### config.mk
export PLATFORM = sky130hd
export DESIGN_NAME = brx_decide
export DESIGN_NICKNAME = d
export VERILOG_FILES = /design/src/rtl/brx_pkg.sv /design/src/rtl/brx_cond_eval.sv /design/src/rtl/brx_target.sv /design/src/rtl/brx_counter.sv /design/src/rtl/brx_decide.sv
export SDC_FILE = /design/constraint.sdc
export NUM_CORES = 1
export LEC_CHECK = 0
export CAP_MARGIN = 20
export CORE_MARGIN = 10
export CORE_UTILIZATION = 39
export CTS_BUF_LIST = sky130_fd_sc_hd__clkbuf_8
export CTS_CLUSTER_DIAMETER = 50
export DETAILED_ROUTE_END_ITERATION = 6
export GPL_TIMING_DRIVEN = 0
export PLACE_DENSITY = 0.73
export SYNTH_ARGS = -nofsm -noshare
export SYNTH_HDL_FRONTEND = slang
export SYNTH_SLANG_ARGS = --single-unit
### constraint.sdc
create_clock -name clk -period 3.2 [get_ports clk]
set_input_delay 0.32 -clock clk [delete_from_list [all_inputs] [get_ports clk]]
set_output_delay 0.32 -clock clk [all_outputs]
set_load 0.05 [all_outputs]
### src/rtl/brx_pkg.sv
`timescale 1ns/1ps
package brx_pkg;
  localparam int IP_W   = 16;
  localparam int CNT_W  = 16;
  localparam int DISP_W = 8;
  localparam int FLG_W  = 16;
  localparam int CC_W   = 4;

  localparam int FB_CARRY  = 0;
  localparam int FB_PARITY = 2;
  localparam int FB_ZERO   = 6;
  localparam int FB_SIGN   = 7;
  localparam int FB_OVFL   = 11;

  typedef enum logic [1:0] {
    K_COND = 2'd0,
    K_JUMP = 2'd1,
    K_LOOP = 2'd2,
    K_CXZ  = 2'd3
  } kind_e;
endpackage

### src/rtl/brx_cond_eval.sv
`timescale 1ns/1ps
module brx_cond_eval
  import brx_pkg::*;
#(
  parameter int CW = CC_W
) (
  input  logic          f_carry,
  input  logic          f_parity,
  input  logic          f_zero,
  input  logic          f_sign,
  input  logic          f_ovfl,
  input  logic [CW-1:0] cond,
  output logic          hit
);
  localparam int PAIRS = 1 << (CW - 1);

  logic [PAIRS-1:0] base;
  logic             lt;

  assign lt = f_sign ^ f_ovfl;

  // Positive member of each pair; the low code bit inverts it.
  always_comb begin
    base    = '0;
    base[0] = f_ovfl;
    base[1] = f_carry;
    base[2] = f_zero;
    base[3] = f_carry | f_zero;
    base[4] = f_sign;
    base[5] = f_parity;
    base[6] = lt;
    base[7] = lt | f_zero;
  end

  assign hit = base[cond[CW-1:1]] ^ cond[0];
endmodule

### src/rtl/brx_target.sv
`timescale 1ns/1ps
module brx_target #(
  parameter int IW = 16,
  parameter int DW = 8
) (
  input  logic [IW-1:0] ip,
  input  logic [DW-1:0] disp,
  input  logic          taken,
  output logic [IW-1:0] next_ip
);
  localparam int EXT = IW - DW;

  logic [IW-1:0] disp_x;
  logic [IW-1:0] dest;

  generate
    if (EXT > 0) begin : g_ext
      assign disp_x = {{EXT{disp[DW-1]}}, disp};
    end else begin : g_same
      assign disp_x = disp[IW-1:0];
    end
  endgenerate

  assign dest    = ip + disp_x;
  assign next_ip = taken ? dest : ip;
endmodule

### src/rtl/brx_counter.sv
`timescale 1ns/1ps
module brx_counter
  import brx_pkg::*;
#(
  parameter int CW = CNT_W
) (
  input  kind_e         kind,
  input  logic [CW-1:0] cnt,
  output logic [CW-1:0] cnt_next,
  output logic          zero_now,
  output logic          live_after
);
  logic [CW-1:0] dec;

  assign dec        = cnt - CW'(1);
  assign zero_now   = (cnt == '0);
  assign live_after = (dec != '0);
  assign cnt_next   = (kind == K_LOOP) ? dec : cnt;
endmodule

### src/rtl/brx_decide.sv
`timescale 1ns/1ps
module brx_decide
  import brx_pkg::*;
(
  input  logic              clk,
  input  logic              rst_n,
  input  logic              in_valid,
  output logic              in_ready,
  input  logic [1:0]        in_kind,
  input  logic [CC_W-1:0]   in_cond,
  input  logic [FLG_W-1:0]  in_flags,
  input  logic [CNT_W-1:0]  in_count,
  input  logic [IP_W-1:0]   in_ip,
  input  logic [DISP_W-1:0] in_disp,
  output logic              out_valid,
  input  logic              out_ready,
  output logic              out_taken,
  output logic [IP_W-1:0]   out_next_ip,
  output logic [CNT_W-1:0]  out_count
);
  kind_e             kind;
  logic              cond_hit, zero_now, live_after, taken;
  logic [CNT_W-1:0]  cnt_next;
  logic [IP_W-1:0]   nip;
  logic              load;
  kind_e             r_kind;

  assign kind = kind_e'(in_kind);

  brx_cond_eval #(.CW(CC_W)) u_cond (
    .f_carry (in_flags[FB_CARRY]),
    .f_parity(in_flags[FB_PARITY]),
    .f_zero  (in_flags[FB_ZERO]),
    .f_sign  (in_flags[FB_SIGN]),
    .f_ovfl  (in_flags[FB_OVFL]),
    .cond    (in_cond),
    .hit     (cond_hit)
  );

  brx_counter #(.CW(CNT_W)) u_cnt (
    .kind      (kind),
    .cnt       (in_count),
    .cnt_next  (cnt_next),
    .zero_now  (zero_now),
    .live_after(live_after)
  );

  always_comb begin
    unique case (kind)
      K_COND:  taken = cond_hit;
      K_JUMP:  taken = 1'b1;
      K_LOOP:  taken = live_after;
      default: taken = zero_now;
    endcase
  end

  brx_target #(.IW(IP_W), .DW(DISP_W)) u_tgt (
    .ip     (in_ip),
    .disp   (in_disp),
    .taken  (taken),
    .next_ip(nip)
  );

  assign in_ready = !out_valid || out_ready;
  assign load     = in_valid && in_ready;

  always_ff @(posedge clk) begin
    if (!rst_n) out_valid <= 1'b0;
    else if (in_ready) out_valid <= in_valid;
  end

  always_ff @(posedge clk) begin
    if (load) begin
      out_taken   <= taken;
      out_next_ip <= nip;
      out_count   <= cnt_next;
      r_kind      <= kind;
    end
  end

  assert_hold_R9: assert property (@(posedge clk) disable iff (!rst_n)
    (out_valid && !out_ready) |=> (out_valid && $stable(out_taken)
      && $stable(out_next_ip) && $stable(out_count)));

  assert_accept_R9: assert property (@(posedge clk) disable iff (!rst_n)
    (in_valid && in_ready) |=> out_valid);

  assert_jump_R5: assert property (@(posedge clk) disable iff (!rst_n)
    (out_valid && r_kind == K_JUMP) |-> out_taken);

  assert_loop_live_R6: assert property (@(posedge clk) disable iff (!rst_n)
    (out_valid && r_kind == K_LOOP) |-> (out_taken == (out_count != '0)));

  assert_cxz_R7: assert property (@(posedge clk) disable iff (!rst_n)
    (out_valid && r_kind == K_CXZ) |-> (out_taken == (out_count == '0)));
endmodule

# Word level (Yosys, flattened, before mapping)
# Cells that the tools add are included.
# totals
register_bits	34
inputBits	66
out_inout_bits	35
elab_cells	24
# op_classes
add_sub_neg	2
magnitude_cmp	1
eq_ne	2
mux	5
bitwise_logic	4
reduce_logical	6
# op_table
operator	n
16-bit 2-to-1 mux	2
16-bit adder	1
16-bit logical NOT	1
16-bit nonzero test	1
16-bit by 1-bit subtractor with 16-bit output (second input constant)	1
3-bit by 4-bit < comparator with 1-bit output (second input constant)	1
1-bit binary-select mux with 3-bit select	1
1-bit one-hot mux with 3 select lines	1
2-bit by 1-bit equality test with 1-bit output (second input constant)	1
2-bit equality test (second input constant)	1
2-bit logical NOT	1
1-bit OR	2
1-bit bitwise XOR	2
1-bit logical AND	1
1-bit logical NOT	1
1-bit logical OR	1
1-bit 2-to-1 mux	1

# Depth between registers and ports, before layout
# logic_depth
ltp_word	7
ltp_mapped	11
ltp_nobuf	10

# Hierarchy
# From an unflattened synthesis, not the netlist that was laid out.
# unflattened
cells_unflattened	246
area_unflattened_um2	2580.0
# by_module_without_submodules
mod	instances	cells_per_inst	area_each_um2	seq_area_each_um2
brx_decide	1	41	1058.5	1011.0
brx_target	1	133	985.9	0.0
brx_counter	1	62	457.9	0.0
brx_cond_eval	1	10	77.6	0.0

# Worst setup path after synthesis
# No wires, ideal clock.
# synth_path
path_type	input to register
start	input in_count[1]
end	register out_next_ip[10] (data pin)
setup_ns	0.260
arrival_time_ns	2.698
t_required_ns	2.940
slack_ns	0.242
cell_stages	11
path_buffers	2
cell_sequence	inv_1 -> ha_1 -> or4b_4 -> or4b_1 -> a21oi_1 -> a211oi_1 -> nor3_4 -> and2_1 -> buf_6 -> buf_12 -> mux2_4
# synth_via
elab_chain_cells	4
elab_cells_between_ends	5
cone_classes	1 x add/sub; 2 x mux; 2 x reduce/logical
# synth_rtl
element	line	text
from (decl)	brx_decide.sv:12	input logic [CNT_W-1:0] in_count,
16-bit by 1-bit subtractor with 16-bit output	brx_counter.sv:15	assign dec = cnt - CW'(1);
16-bit nonzero test	brx_counter.sv:17	assign live_after = (dec != '0);
1-bit one-hot mux with 3 select lines *	brx_decide.sv:49	unique case (kind)
16-bit 2-to-1 mux *	brx_target.sv:25	assign next_ip = taken ? dest : ip;
via nip[10]	brx_decide.sv:24	logic [IP_W-1:0] nip;
to (signal assigned)	brx_decide.sv:75	out_next_ip <= nip;
to (decl)	brx_decide.sv:18	output logic [IP_W-1:0] out_next_ip,
# Mark *: on every way through the listed nets, which the timed path passes. The rest lies on a longest branch.
# A chain may end at the register's enable or synchronous reset.

# Final worst setup path
# layout_path
start	input in_count[2]
end	register out_next_ip[8] (data pin)
# Same word-level chain as after synthesis.

==> load_flow_metrics.sql <==
INSERT INTO impl_metrics (metric_group, metric, value, unit) VALUES
('die', 'num_rows', '29', ''),
('critical_path', 'worst_ep_arrival_time', '3050', 'ps'),
('status', 'status', 'complete, no violations', ''),
('sta', 'layout_min_cycle_time', '3012', 'ps'),
('global_routing', 'grt_busiest_layer', 'met2', ''),
('power_and_ir_drop', 'pwr_density_cell', '390.0', 'nW/um^2'),
('drt', 'drt_pass1_iterations', '4', ''),
('logic_synthesis', 'postSynthNetCount', '346', ''),
('power_and_ir_drop', 'power_switching', '0.4866', 'mW'),
('worst_hold_path', 'worst_min_delay_path_endpoint', 'out_count[3]', ''),
('power_and_ir_drop', 'power.share.switching', '33.77', '%'),
('sta', 'final_hold_viol_count', '0', ''),
('clocking', 'worst_skew_pair.late_latency', '280', 'ps'),
('global_routing', 'initial_antenna_violation_count', '0', ''),
('sta', 'finalMaxSlewViolations', '0', ''),
('place', 'place.detailed.hpwl', '5545', 'um'),
('logic_synthesis', 'synth-compound-area-share', '16.75', '%'),
('die', 'start_util', '40.60', '%'),
('clocking', 'hold_fix_buffer_count_after_cts', '0', ''),
('die', 'dieHeight', '102', 'um'),
('sta', 'worst-slew-pin-transition', '814.4', 'ps'),
('finish', 'drive_gt1_share', '9.524', '%'),
('logic_synthesis', 'syn-mean-instance-area', '10.01', 'um^2'),
('clocking', 'clock_path_buffers', '2', ''),
('drt', 'drt-wirelength-per-cell', '16.08', 'um'),
('logic_synthesis', 'synth_cell_type_count', '52', ''),
('die', 'core_footprint', '6459', 'um^2'),
('clocking', 'cts_root_buf', 'clkbuf_8', ''),
('power_and_ir_drop', 'power.combinational.fraction', '38.8', '%'),
('logic_synthesis', 'yosys_most_used_dff', 'edfxtp_1', ''),
('logic_synthesis', 'synthXorXnorAreaFrac', '9.017', '%'),
('finish', 'layout-area-overhead-vs-synth', '40.89', '%'),
('power_and_ir_drop', 'ir_drop', '0.1512', 'mV'),
('sta', 'rsz0062_at_grt', 'no', ''),
('critical_path', 'worst-r2r-cell-count', '2', ''),
('global_routing', 'globalRouteOverflowTotal', '0', ''),
('run', 'max_cap_viol_count', '0', ''),
('logic_synthesis', 'synth_mux_area_share', '5.057', '%'),
('die', 'ioPinCount', '101', ''),
('power_and_ir_drop', 'internal_power', '0.9543', 'mW'),
('place', 'placed_cells_incl_taps', '424', ''),
('logic_synthesis', 'yosys_warning_total', '0', ''),
('drt', 'post_drt_via_cell_ratio', '5.300', ''),
('power_and_ir_drop', 'power.total', '1.441', 'mW'),
('critical_path', 'worstSetupStartpointType', 'input port', ''),
('finish', 'seq_area', '1011', 'um^2'),
('logic_synthesis', 'post_synth_and_or_nand_nor_area_fraction', '16.84', '%'),
('global_routing', 'first_global_vias', '2309', ''),
('critical_path', 'critPathKind', 'in -> reg', ''),
('worst_hold_path', 'whs_path_depth', '2', ''),
('logic_synthesis', 'ys_async_sr_fraction', '0', '%'),
('clocking', 'clock_sink_count', '34', ''),
('drt', 'drt_wl_total', '6980', 'um'),
('critical_path', 'crit_required', '3240', 'ps'),
('finish', 'num_antenna_cells', '0', ''),
('die', 'design.die.area', '10400', 'um^2'),
('power_and_ir_drop', 'power_frac_clock', '22.8', '%'),
('critical_path', 'maximum_fanout_along_the_worst_path', '10', ''),
('place', 'placement.io_buffers', '85', ''),
('sta', 'setup-tns-final', '0', 'ps'),
('critical_path', 'reg2reg_setup_slack', '1720', 'ps'),
('critical_path', 'crit_path_end_kind', 'register', ''),
('finish', 'final_net_count', '440', ''),
('power_and_ir_drop', 'power_frac_seq', '38.5', '%'),
('clocking', 'tritoncts', 'yes', ''),
('critical_path', 'critical_path.reg2reg.endpoint', 'out_next_ip[4]', ''),
('clocking', 'clock_tree.htree_level_count', '2', ''),
('place', 'gpl.final_weighted_congestion', '0.8183', ''),
('global_routing', 'wire_length_of_the_first_global_routing_pass', '11260', 'um'),
('logic_synthesis', 'syn-cell-area', '2623', 'um^2'),
('global_routing', 'largest_net_degree_at_the_start_of_global_routing', '34', '');
==> per-layer routing <==
metal  share of wire, %  vias up
li1                   -     1172
met1                 46     1042
met2                 46       80
met3                5.8        6
met4                1.2        0
met5                  0        -
==> synthesized netlist by cell type, types with 2 or more instances <==
| library cell | count | area (um^2) |
|---|---|---|
| nor2_1 | 13 | 48.80 |
| o21ai_0 | 19 | 95.09 |
| ha_1 | 17 | 212.7 |
| nor3_1 | 11 | 55.05 |
| nor4_1 | 3 | 18.77 |
| clkbuf_1 | 4 | 15.01 |
| and3_1 | 2 | 12.51 |
| and4_1 | 2 | 17.52 |
| mux2_4 | 3 | 45.04 |
| nand2_1 | 16 | 60.06 |
| o21a_1 | 4 | 30.03 |
| edfxtp_1 | 33 | 991.0 |
| and2_1 | 3 | 18.77 |
| nand4_1 | 2 | 12.51 |
| xor2_1 | 12 | 105.1 |
| o31ai_1 | 5 | 37.54 |
| a31oi_1 | 5 | 31.28 |
| nand3b_1 | 3 | 22.52 |
| inv_1 | 16 | 60.06 |
| mux2_2 | 6 | 67.56 |
| o211ai_1 | 3 | 22.52 |
| xnor2_1 | 15 | 131.4 |
| a2111oi_0 | 2 | 17.52 |
| nand2b_1 | 5 | 31.28 |
| nor2b_1 | 3 | 18.77 |
| buf_6 | 3 | 33.78 |
| nand3_1 | 8 | 40.04 |
| a21oi_1 | 18 | 90.09 |
| a21boi_0 | 2 | 15.01 |
| mux2i_1 | 2 | 20.02 |
==> power groups by stage <==
stage | combinational, mW | sequential [mW] | clock [mW]
global placement | 0.548 | 0.563 | 0
detailed placement | 0.556 | 0.564 | 0
CTS | 0.561 | 0.555 | 0.341
global route | 0.603 | 0.558 | 0.356
floorplan | 0.218 | 0.703 | 0
finish | 0.558 | 0.554 | 0.328
==> how the worst max path moves through the flow <==
stage                 from               to
6_report       in_count[2]   out_next_ip[8]
5_1_grt        in_count[2]   out_next_ip[8]
4_1_cts        in_count[1]   out_next_ip[8]
3_5_place_dp   in_count[0]   out_next_ip[8]
3_3_place_gp   in_count[0]   out_next_ip[8]
2_1_floorplan  in_count[1]  out_next_ip[10]
==> final cells by class <==
| class | count | area share, % |
|---|---|---|
| plain buffers | 8 | 1.863 |
| clock buffers | 6 | 2.235 |
| clock inverters | 2 | 0.2370 |
| inverters | 16 | 1.625 |
| multi-input cells | 204 | 40.60 |
| flip-flops and latches | 34 | 27.36 |
| well taps | 77 | 2.608 |
| repair buffers | 87 | 23.47 |
==> flip-flops by register name, indices dropped and copies added, names as in the netlist <==
| register | flops |
|---|---|
| out_count | 16 |
| out_next_ip | 16 |
| out_taken | 1 |
| out_valid | 1 |
==> critical path, stage by stage <==
cell	delay, ps
clkdlybuf4s50_1	510
nor3_2	420
and2_1	280
nor3_1	60
o311ai_0	550
o31ai_4	120
and2_1	200
buf_6	140
buf_12	140
mux2_4	300
==> layout by cell type, fill, tap and decap left out, types with 10 or more instances in the layout <==
cell	synthesis	routed
a21oi_1	18	18
xnor2_1	15	15
nor3_1	11	10
inv_1	16	17
edfxtp_1	33	33
clkdlybuf4s50_1	0	83
nand2_1	16	16
nor2_1	13	13
xor2_1	12	12
ha_1	17	16
o21ai_0	19	19
==> metrics by stage <==
step                utilization, %  hold WS [ps]  area [um^2]
floorplan                        -         458.8         2623
global placement             55.27         518.4         3570
detailed placement           55.29         546.6         3571
CTS                          57.13         344.2         3690
global route                 57.21         366.4         3695
finish                       57.21         352.3         3695
==> what timing repair did <==
item	CTS	global route
resized for setup	3	2
pin swaps	2	0
setup endpoints to repair	16	11
buffers inserted	2	0
==> kinds of logic (layout without fill, tap and decap cells) <==
family,count (synthesis),count (layout)
compound gates,69,69
mux,11,11
simple gates,79,79
fa+ha+maj,18,18
flops,34,34
buf+inv,24,119
xor+xnor,27,27
(Power assumes the default switching activity.)
